--- config.mk ---
export PLATFORM = sky130hd
export DESIGN_NAME = dxl_translate
export DESIGN_NICKNAME = d
export VERILOG_FILES = /design/src/rtl/dxl_pkg.sv /design/src/rtl/dxl_mode_sel.sv /design/src/rtl/dxl_classify.sv /design/src/rtl/dxl_fault_regs.sv /design/src/rtl/dxl_translate.sv
export SDC_FILE = /design/constraint.sdc
export NUM_CORES = 1
export LEC_CHECK = 0
export ABC_AREA = 1
export BUFFER_PORTS_ARGS = -buffer_cell sky130_fd_sc_hd__buf_2
export CAP_MARGIN = 20
export CORE_AREA = 2 2 127 129
export CTS_BUF_LIST = sky130_fd_sc_hd__clkbuf_8
export DETAILED_ROUTE_END_ITERATION = 8
export DIE_AREA = 0 0 129 131
export HOLD_SLACK_MARGIN = 0.12
export PLACE_DENSITY = 0.74
export SYNTH_ARGS = -nofsm -noshare
export SYNTH_HDL_FRONTEND = slang
export SYNTH_HIERARCHICAL = 1
export SYNTH_SLANG_ARGS = --single-unit
--- constraint.sdc ---
create_clock -name clk -period 2.4 [get_ports clk]
set_input_delay 0.36 -clock clk [delete_from_list [all_inputs] [get_ports clk]]
set_output_delay 0.36 -clock clk [all_outputs]
set_load 0.01 [all_outputs]
--- src/rtl/dxl_pkg.sv ---
// Shared types and constants for data address translation.
// Assumes a 2-bit privilege mode and a 6-bit cause field.
package dxl_pkg;

    typedef enum logic [2:0] {
        FLT_NONE     = 3'd0,
        FLT_ACV      = 3'd1,
        FLT_FAULT    = 3'd2,
        FLT_MISS     = 3'd3,
        FLT_MISS_PTE = 3'd4,
        FLT_MCHK     = 3'd5
    } fault_e;

    localparam logic [1:0] MODE_KERNEL = 2'd0;

    localparam int CAUSE_W = 6;
    localparam int C_WR    = 0;
    localparam int C_ACV   = 1;
    localparam int C_FONR  = 2;
    localparam int C_FONW  = 3;
    localparam int C_MISS  = 4;
    localparam int C_BADVA = 5;

    localparam int OPC_W  = 6;
    localparam int RA_W   = 5;
    localparam int STAT_W = OPC_W + RA_W + CAUSE_W;

endpackage

--- src/rtl/dxl_mode_sel.sv ---
// Effective privilege mode for a data access.
// Assumes the caller flags privileged code and alternate-mode requests.
module dxl_mode_sel (
    input  logic       pc_privileged,
    input  logic       req_alt,
    input  logic [1:0] cur_mode,
    input  logic [1:0] alt_mode,
    output logic [1:0] eff_mode
);
    import dxl_pkg::*;

    // Privileged code runs as kernel unless it asks for the alternate mode.
    always_comb begin
        if (pc_privileged)
            eff_mode = req_alt ? alt_mode : MODE_KERNEL;
        else
            eff_mode = cur_mode;
    end
endmodule

--- src/rtl/dxl_classify.sv ---
// Route selection, permission checks and fault classification.
// Purely combinational; assumes VA_W >= PA_W and PA_W - PG_W pfn bits.
module dxl_classify #(
    parameter int VA_W      = 48,
    parameter int VA_IMPL_W = 43,
    parameter int PA_W      = 44,
    parameter int PA_IMPL_W = 40,
    parameter int PG_W      = 13,
    localparam int PFN_W    = PA_W - PG_W
) (
    input  logic              acc_write,
    input  logic [VA_W-1:0]   vaddr,
    input  logic              acc_physical,
    input  logic              acc_pte_fetch,
    input  logic              sp_enable,
    input  logic [1:0]        cur_mode,
    input  logic [1:0]        eff_mode,
    input  logic              tlb_hit,
    input  logic [PFN_W-1:0]  tlb_pfn,
    input  logic [3:0]        tlb_rd_en,
    input  logic [3:0]        tlb_wr_en,
    input  logic              tlb_fault_rd,
    input  logic              tlb_fault_wr,
    output dxl_pkg::fault_e   code,
    output logic [dxl_pkg::CAUSE_W-1:0] cause,
    output logic [PA_W-1:0]   paddr,
    output logic              uncached
);
    import dxl_pkg::*;

    logic va_ok;
    logic pa_hi_bad;
    logic is_super;
    fault_e code_pre;

    // Sign-extension check of the unimplemented virtual address bits.
    generate
        if (VA_W > VA_IMPL_W) begin : g_va_chk
            logic [VA_W-VA_IMPL_W:0] va_top;
            assign va_top = vaddr[VA_W-1:VA_IMPL_W-1];
            assign va_ok  = (&va_top) | ~(|va_top);
        end else begin : g_va_full
            assign va_ok = 1'b1;
        end
    endgenerate

    // Out-of-range physical address detection for machine checks.
    generate
        if (PA_W > PA_IMPL_W) begin : g_pa_chk
            assign pa_hi_bad = |paddr[PA_W-1:PA_IMPL_W];
        end else begin : g_pa_full
            assign pa_hi_bad = 1'b0;
        end
    endgenerate

    assign is_super = sp_enable && (vaddr[VA_IMPL_W-1 -: 2] == 2'b10);

    // Pick a route and classify the access before the machine check.
    always_comb begin
        code_pre = FLT_NONE;
        cause    = '0;
        paddr    = '0;
        if (acc_physical) begin
            paddr = vaddr[PA_W-1:0];
        end else if (is_super) begin
            paddr = PA_W'(vaddr[PA_IMPL_W-1:0]);
            if (cur_mode != MODE_KERNEL) begin
                code_pre     = FLT_ACV;
                cause[C_WR]  = acc_write;
                cause[C_ACV] = 1'b1;
            end
        end else if (!va_ok) begin
            code_pre       = FLT_FAULT;
            cause[C_WR]    = acc_write;
            cause[C_ACV]   = 1'b1;
            cause[C_BADVA] = 1'b1;
        end else if (!tlb_hit) begin
            code_pre      = acc_pte_fetch ? FLT_MISS_PTE : FLT_MISS;
            cause[C_WR]   = acc_write;
            cause[C_MISS] = 1'b1;
        end else begin
            paddr = {tlb_pfn, vaddr[PG_W-1:0]};
            if (acc_write) begin
                if (!tlb_wr_en[eff_mode]) begin
                    code_pre      = FLT_FAULT;
                    cause[C_WR]   = 1'b1;
                    cause[C_ACV]  = 1'b1;
                    cause[C_FONW] = tlb_fault_wr;
                end else if (tlb_fault_wr) begin
                    code_pre      = FLT_FAULT;
                    cause[C_WR]   = 1'b1;
                    cause[C_FONW] = 1'b1;
                end
            end else begin
                if (!tlb_rd_en[eff_mode]) begin
                    code_pre      = FLT_ACV;
                    cause[C_ACV]  = 1'b1;
                    cause[C_FONR] = tlb_fault_rd;
                end else if (tlb_fault_rd) begin
                    code_pre      = FLT_FAULT;
                    cause[C_FONR] = 1'b1;
                end
            end
        end
    end

    // Machine check only when translation itself found nothing wrong.
    always_comb begin
        code = code_pre;
        if (code_pre == FLT_NONE && pa_hi_bad)
            code = FLT_MCHK;
    end

    assign uncached = (code == FLT_NONE) && paddr[PA_IMPL_W-1];
endmodule

--- src/rtl/dxl_fault_regs.sv ---
// Fault address, status and formatted-address registers with a read lock.
// Assumes take_fault is already qualified by a valid access.
module dxl_fault_regs #(
    parameter int VA_W      = 48,
    parameter int VA_IMPL_W = 43,
    parameter int PG_W      = 13
) (
    input  logic                         clk,
    input  logic                         rst_n,
    input  logic                         take_fault,
    input  logic                         va_rd,
    input  logic [VA_W-1:0]              vaddr,
    input  logic [VA_W-1:0]              pt_base,
    input  logic [dxl_pkg::OPC_W-1:0]    opcode,
    input  logic [dxl_pkg::RA_W-1:0]     ra,
    input  logic [dxl_pkg::CAUSE_W-1:0]  cause,
    output logic [VA_W-1:0]              fault_va,
    output logic [dxl_pkg::STAT_W-1:0]   status,
    output logic [VA_W-1:0]              va_form,
    output logic                         locked
);
    import dxl_pkg::*;

    localparam int VPN_W = VA_IMPL_W - PG_W;

    logic            capture;
    logic [VA_W-1:0] form_next;

    assign capture   = take_fault && !locked;
    assign form_next = pt_base | (VA_W'(vaddr[VA_IMPL_W-1:PG_W]) << 3);

    // Latch fault information once and hold it until the address is read.
    always_ff @(posedge clk) begin
        if (!rst_n) begin
            fault_va <= '0;
            status   <= '0;
            va_form  <= '0;
            locked   <= 1'b0;
        end else if (capture) begin
            fault_va <= vaddr;
            status   <= {opcode, ra, cause};
            va_form  <= form_next;
            locked   <= 1'b1;
        end else if (va_rd) begin
            locked   <= 1'b0;
        end
    end

    logic unused_w;
    assign unused_w = ^VPN_W;
endmodule

--- src/rtl/dxl_translate.sv ---
// Data address translation top: mode selection, classification and
// fault capture. Assumes lookup results arrive in the same cycle as the
// access and that va_rd is a one-cycle pulse from the register read path.
module dxl_translate #(
    parameter int VA_W      = 48,
    parameter int VA_IMPL_W = 43,
    parameter int PA_W      = 44,
    parameter int PA_IMPL_W = 40,
    parameter int PG_W      = 13,
    localparam int PFN_W    = PA_W - PG_W
) (
    input  logic              clk,
    input  logic              rst_n,
    input  logic              req_valid,
    input  logic              req_write,
    input  logic [VA_W-1:0]   req_vaddr,
    input  logic              req_physical,
    input  logic              req_alt,
    input  logic              req_pte_fetch,
    input  logic              pc_privileged,
    input  logic [1:0]        cur_mode,
    input  logic [1:0]        alt_mode,
    input  logic              superpage_en,
    input  logic [5:0]        instr_opcode,
    input  logic [4:0]        instr_ra,
    input  logic [VA_W-1:0]   pt_base,
    input  logic              tlb_hit,
    input  logic [PFN_W-1:0]  tlb_pfn,
    input  logic [3:0]        tlb_rd_en,
    input  logic [3:0]        tlb_wr_en,
    input  logic              tlb_fault_rd,
    input  logic              tlb_fault_wr,
    input  logic              va_rd,
    output logic [2:0]        flt_code,
    output logic [PA_W-1:0]   paddr,
    output logic              uncached,
    output logic [VA_W-1:0]   fault_va,
    output logic [16:0]       mm_status,
    output logic [VA_W-1:0]   fault_va_form,
    output logic              regs_locked
);
    import dxl_pkg::*;

    logic [1:0]         eff_mode;
    fault_e             raw_code;
    logic [CAUSE_W-1:0] cause;
    logic               raw_unc;
    logic               take_fault;

    dxl_mode_sel u_mode (
        .pc_privileged (pc_privileged),
        .req_alt       (req_alt),
        .cur_mode      (cur_mode),
        .alt_mode      (alt_mode),
        .eff_mode      (eff_mode)
    );

    dxl_classify #(
        .VA_W(VA_W), .VA_IMPL_W(VA_IMPL_W), .PA_W(PA_W),
        .PA_IMPL_W(PA_IMPL_W), .PG_W(PG_W)
    ) u_cls (
        .acc_write     (req_write),
        .vaddr         (req_vaddr),
        .acc_physical  (req_physical),
        .acc_pte_fetch (req_pte_fetch),
        .sp_enable     (superpage_en),
        .cur_mode      (cur_mode),
        .eff_mode      (eff_mode),
        .tlb_hit       (tlb_hit),
        .tlb_pfn       (tlb_pfn),
        .tlb_rd_en     (tlb_rd_en),
        .tlb_wr_en     (tlb_wr_en),
        .tlb_fault_rd  (tlb_fault_rd),
        .tlb_fault_wr  (tlb_fault_wr),
        .code          (raw_code),
        .cause         (cause),
        .paddr         (paddr),
        .uncached      (raw_unc)
    );

    // Qualify results with the valid strobe; machine checks are not latched.
    always_comb begin
        flt_code   = req_valid ? raw_code : FLT_NONE;
        uncached   = req_valid && raw_unc;
        take_fault = req_valid && (raw_code != FLT_NONE) && (raw_code != FLT_MCHK);
    end

    dxl_fault_regs #(
        .VA_W(VA_W), .VA_IMPL_W(VA_IMPL_W), .PG_W(PG_W)
    ) u_regs (
        .clk        (clk),
        .rst_n      (rst_n),
        .take_fault (take_fault),
        .va_rd      (va_rd),
        .vaddr      (req_vaddr),
        .pt_base    (pt_base),
        .opcode     (instr_opcode),
        .ra         (instr_ra),
        .cause      (cause),
        .fault_va   (fault_va),
        .status     (mm_status),
        .va_form    (fault_va_form),
        .locked     (regs_locked)
    );
endmodule

# After elaboration in Yosys (flattened, before gate mapping)
# Index checks and enable logic that the tools add are counted.
# totals
register_bits	114
inputBits	163
out_inout_bits	162
# op_classes
magnitude_cmp	1
eq_ne	2
mux	46
bitwise	3
reduce_logical	16
# ops
op	count
$mux 44	4
$or 48x33->48	1
$mux 3	10
$mux 1	19
$mux 2	9
$logic_and 1x1->1	7
$logic_not 3->1	2
$mux 6	1
$reduce_and 6->1	1
$reduce_or 6->1	1
$bmux 1 s2	2
$mux 4	1
$reduce_bool 2->1	2
$reduce_or 4->1	1
$lt 2x3->1 const B	1
$ne 3x3->1 const B	1
$reduce_bool 3->1	1
$eq 2x2->1 const B	1
$logic_not 1->1	1
$not 1->1	1
$or 1x1->1	1

# Depth between registers and ports, before layout
# depth
word_depth	18
mapped_depth	26
depth_no_buf	24

# By module
# Netlist, hierarchy kept.
# by_module_without_submodules
mod	n_inst	cells_per_inst	area_each_um2	seq_area_each_um2
dxl_fault_regs	1	792	4999.8	2282.2
dxl_classify	1	166	927.1	0.0
dxl_translate	1	16	62.6	0.0
dxl_mode_sel	1	7	28.8	0.0

# Worst setup path after synthesis
# No wires, ideal clock.
# synth_path
path_type	input port to flip-flop
start	in pc_privileged
end	reg u_regs.fault_va[44]
setup_time_ns	0.064
arrival_ns	2.211
slack_ns	0.125
path_stages	26
n_path_buf	2
path_cell_list	inv_1 > nand2_1 > nand2_1 > inv_1 > nand2_1 > nand3_1 > nand2_1 > nand2_1 > nand2_1 > nand2_1 > nand2_1 > nand2_2 > inv_1 > nor2_1 > nand2_1 > nand2_1 > nor2_1 > nand2_1 > nand2_1 > nor2_2 > inv_2 > nor2_1 > buf_2 > buf_4 > nor2_1 > nor2_1
# synth_via
elab_chain_cells	16
# synth_rtl
element	line_no	source
start, declared	dxl_translate.sv:20	input logic pc_privileged,
$mux 2 *	dxl_mode_sel.sv:14	if (pc_privileged)
named net eff_mode[0]	dxl_translate.sv:44	logic [1:0] eff_mode;
$bmux 1 s2 (on tied branches)	dxl_classify.sv:95, dxl_classify.sv:84	
$mux 1 (on tied branches)	dxl_classify.sv:95, dxl_classify.sv:84	
$mux 2 (on tied branches)	dxl_classify.sv:95, dxl_classify.sv:84	
$mux 3 *	dxl_classify.sv:83	if (acc_write) begin
$mux 3 *	dxl_classify.sv:77	end else if (!tlb_hit) begin
$mux 3 *	dxl_classify.sv:72	end else if (!va_ok) begin
[3 not listed]	n/a	
$logic_and 1x1->1	dxl_classify.sv:110	if (code_pre == FLT_NONE && pa_hi_bad)
$mux 3 *	dxl_classify.sv:110	
named net raw_code[0]	dxl_translate.sv:45	fault_e raw_code;
$reduce_bool 3->1	dxl_translate.sv:85	take_fault = req_valid && (raw_code != FLT_NONE) && (raw_code != FLT_MCHK);
$logic_and 1x1->1	dxl_translate.sv:85	
$logic_and 1x1->1 *	dxl_translate.sv:85	
named net take_fault	dxl_translate.sv:48	logic take_fault;
$logic_and 1x1->1 *	dxl_fault_regs.sv:29	assign capture = take_fault && !locked;
end signal, assigned	dxl_fault_regs.sv:40	fault_va <= vaddr;
end, declared	dxl_fault_regs.sv:17	output logic [VA_W-1:0] fault_va,
# The timed path passes the listed nets; every way through them passes the cells marked *. The select of a mux whose other input is x is not followed.
# A chain may end at the register's enable or synchronous reset.

# Final worst setup path
# layout_path
start	in req_vaddr[44]
end	out paddr[25]
# layout_via
elab_chain_cells	6
# layout_rtl
element	line_no	source
start, declared	dxl_translate.sv:16	input logic [VA_W-1:0] req_vaddr,
$reduce_or 6->1	dxl_classify.sv:41	assign va_ok = (&va_top) | ~(|va_top);
$not 1->1	dxl_classify.sv:41	
$or 1x1->1 *	dxl_classify.sv:41	
$mux 44 *	dxl_classify.sv:72	
$mux 44 *	dxl_classify.sv:65	end else if (is_super) begin
$mux 44 *	dxl_classify.sv:63	if (acc_physical) begin
end, declared	dxl_translate.sv:35	output logic [PA_W-1:0] paddr,
# Every way passes the cells marked *; elsewhere a longest branch is shown, timed or not.

==> results.txt <==
----------------------------------------------------
[Clock tree]
  Clock Pin Slew Worst Setup and Hold Paths ... 0.07 ns
  CTS tree ... built
  Clock insertion delay at the later pin of the skew report ... 0.43 ns
  Number of sinks driven by the clock tree ... 114
  Total CTS buffers ... 17
  Buffer depth of the longest clock path ... 2
  Max H-tree Level ... 4
  CTS hold repair buffers ... 0
  Buffer type at the clock tree root ... sky130_fd_sc_hd__clkbuf_8

[Timing]
  Worst slew margin ... 0.698
  Worst hold margin ... 0.192 ns
  Final Hold Viols ... 0
  Final critical path time including I/O delays and setup ... 2.27 ns
  Final setup violation count ... 0
  Period utilisation layout ... 0.945
  Setup repair after global routing missed its margin ... no
  Max Transition Viols Final ... 0
  Transition time of the tightest slew-check pin ... 0.452 ns
  Worst Skew ... 0.0163 ns
  Upper clock frequency limit ... 441 MHz

[Worst setup path]
  Worst setup EP type ... primary output
  Crit path kind ... in2out
  Combined buffer and inverter count along the critical path ... 4
  Family of cells with the greatest summed delay on the critical path ... simple AND/OR/NAND/NOR gates
  Nature of the critical path startpoint ... primary input
  Cell repeated most along the worst path ... sky130_fd_sc_hd__nand2_1
  Critical path required time ... 2.04 ns
  Ordered list of cells on the worst path ... buf_2 > nand2_1 > nor2_1 > nand2_1 > nand2_2 > buf_4 > nand2_1 > nor2_8 > buf_12 > a22o_1 > buf_2
  Worst path arrival time ... 1.91 ns
  Highest-delay cell along the critical path ... sky130_fd_sc_hd__nor2_8
  Biggest cell delay along the critical path ... 0.22 ns
  Maximum fanout along the worst path ... 22

[GRT]
  Busiest metal layer after global routing ... met2
  Global Route met2 Usage ... 0.372
  Met3 global-route usage ... 0.0542
  Wire length of the first global-routing pass ... 29200 um
  Grt met1 use ... 0.271
  Overall overflow remaining after global route ... 0
  Initial antenna violation count ... 1
  Via count of the first global-routing pass ... 6084
  Largest net degree at the start of global routing ... 48
  Total routing usage reported by global routing ... 0.218

[Logic synthesis]
  Mapped Avg Cell Area ... 6.13 um2
  Main combinational cell family by area after synthesis ... simple AND/OR/NAND/NOR gates
  Proportion of synthesized area in mux cells ... 0
  Xor-xnor portion of the synthesized cell area ... 0
  EDFF count, synth ... 0
  Synthesized instance count ... 981
  Area fraction in compound gates after synthesis ... 0.0501
  Number of different library cells in the post-synthesis netlist ... 31
  Share of synthesized registers carrying an async set or reset ... 0
  Most instantiated flip-flop cell in the synthesis netlist ... sky130_fd_sc_hd__dfxtp_1
  Yosys reg bits ... 114
  Register area share after synthesis ... 0.379
  Synth warnings ... 6
  Netlist area before placement ... 6020 um2
  Basic-gate share of the synthesized area counting and, or, nand and nor cells ... 0.402
  Post-synth net total ... 1144
  Adder-Cell Fraction of Synth Area ... 0

[Layout]
  Net count reported at finish ... 1473
  Highest-count cells in the layout ignoring fill and taps ... 323 x sky130_fd_sc_hd__buf_2, 254 x sky130_fd_sc_hd__nor2_1, 220 x sky130_fd_sc_hd__nand2_1
  Area growth from synthesis to final layout ... 40.5%
  Util after Layout ... 0.542
  Most common cell after layout, fill and taps aside ... sky130_fd_sc_hd__buf_2
  Fillers ... 1592
  Share of final-layout standard cells stronger than drive strength 1 ... 0.320

[Run]
  Max-cap violations ... 0

[Drt]
  Number of DRC markers after the initial detailed-route iteration ... 370
  Count of nets left with antenna violations after detail routing ... 0
  First-pass iteration count of the detailed router ... 5
  Detailed Route WL ... 19000 um
  Vias per cell ... 4.44
  Via count ... 6843
  Routed wirelength normalized by instance count ... 12.3 um
  DRC violation count after routing ... 0

[Floorplan]
  Die X ... 129 um
  Effective utilization at floorplan ... 0.386
  Boundary Pins ... 325
  Num rows ... 46
  Vertical die dimension ... 131 um
  Full die area ... 16900 um2
  Core box area ... 15600 um2

[Placed design]
  Number of buffers inserted by port buffering ... 324
  Placed wire-length estimate ... 14400 um
  Weighted congestion reported at the end of routability-driven placement ... 0.842

[Power and ir drop]
  Maximum resistive drop on vdd ... 0.000323 V
  Final Total Pwr ... 0.00576 W
  Ratio of total power to cell area ... 680 nW/um2
  Leakage power summed over all cells ... 5.15 nW

[Min path]
  Worst Hold Class ... in2reg

[Run status]
  Result of the run ... complete, no violations

----------------------------------------------------
layer usage:
metal	routed length, um	vias to the layer above
li1	-	3565
met1	8360	2976
met2	9020	284
met3	1380	18
met4	227	0
met5	0	-
state kept, by name (all words and copies together) (netlist names):
signal / count
u_regs/va_form: 48
u_regs/fault_va: 48
u_regs/locked: 1
u_regs/status: 17
cells by family after synthesis:
logic type             count (synthesis)
AOI/OAI and AO/OA                     35
DFF                                  114
and+or+nand+nor                      593
buffers and inverters                239
worst register-to-register path, cell delays in order, from the launching register on:
cell and delay, ns:
sky130_fd_sc_hd__dfxtp_1 0.37, sky130_fd_sc_hd__inv_2 0.24, sky130_fd_sc_hd__buf_4 0.38, sky130_fd_sc_hd__nand3_1 0.14, sky130_fd_sc_hd__nand2_1 0.08, sky130_fd_sc_hd__nor2_1 0.04
worst paths after layout:
check / startpoint / end / slack (ns) / cells past startpoint
hold reg to reg: u_regs/fault_va[41]$_SDFFE_PN0P_ / u_regs/fault_va[41]$_SDFFE_PN0P_ / 0.48 / 2
setup reg to reg: u_regs/locked$_SDFFE_PN0P_ / u_regs/fault_va[12]$_SDFFE_PN0P_ / 1.04 / 5
setup / recovery: req_vaddr[44] / paddr[25] / 0.13 / 11
hold / removal: va_rd / u_regs/locked$_SDFFE_PN0P_ / 0.19 / 4
power by group:
group,internal (W),leakage (nW),switching [W]
registers,0.00212,0.944,0.000108
clock network,0.00110,0.210,0.000867
logic,0.000648,4.00,0.000912
total,0.00387,5.15,0.00189
metrics by stage:
step | std cells | cell area [um2] | setup slack [ns] | setup TNS [ns]
floorplan | 981 | 6020 | 0.125 | 0
global placement | 1506 | 8000 | -0.132 | -10.85
detailed placement | 1506 | 8000 | -0.200 | -17.77
CTS | 1538 | 8430 | 0.0747 | 0
global route | 1540 | 8460 | 0.00611 | 0
finish | 1540 | 8460 | 0.133 | 0
cell type report:
class / instances / area (um2) / share of cell area
antenna: 1 / 2.50 / 0.000296
clock buffer: 19 / 262 / 0.0309
clock inverter: 13 / 174 / 0.0206
inverter: 184 / 693 / 0.0820
multi-input combinational: 628 / 2760 / 0.326
sequential: 114 / 2280 / 0.270
tap: 216 / 270 / 0.0320
timing repair buffer: 365 / 2020 / 0.239
repair_timing:
item                       4_1_cts  5_1_grt
gates resized for setup          0        8
setup endpoints to repair        0      111
buffers inserted                 0        1
hold endpoints to repair         0        0
Yosys cell counts (all sizes together) (2+ instances only):
| master | number | share of area |
|---|---|---|
| clkbuf | 5 | 0.0031 |
| nand3b | 2 | 0.0025 |
| dfxtp | 114 | 0.38 |
| inv | 184 | 0.12 |
| a22o | 27 | 0.041 |
| or2 | 2 | 0.0021 |
| buf | 50 | 0.050 |
| a21oi | 3 | 0.0031 |
| nand3 | 95 | 0.079 |
| nand4 | 5 | 0.0052 |
| nor2 | 260 | 0.17 |
| nor3 | 2 | 0.0025 |
| nand2 | 227 | 0.14 |
Power figures use the tool's default switching activity.
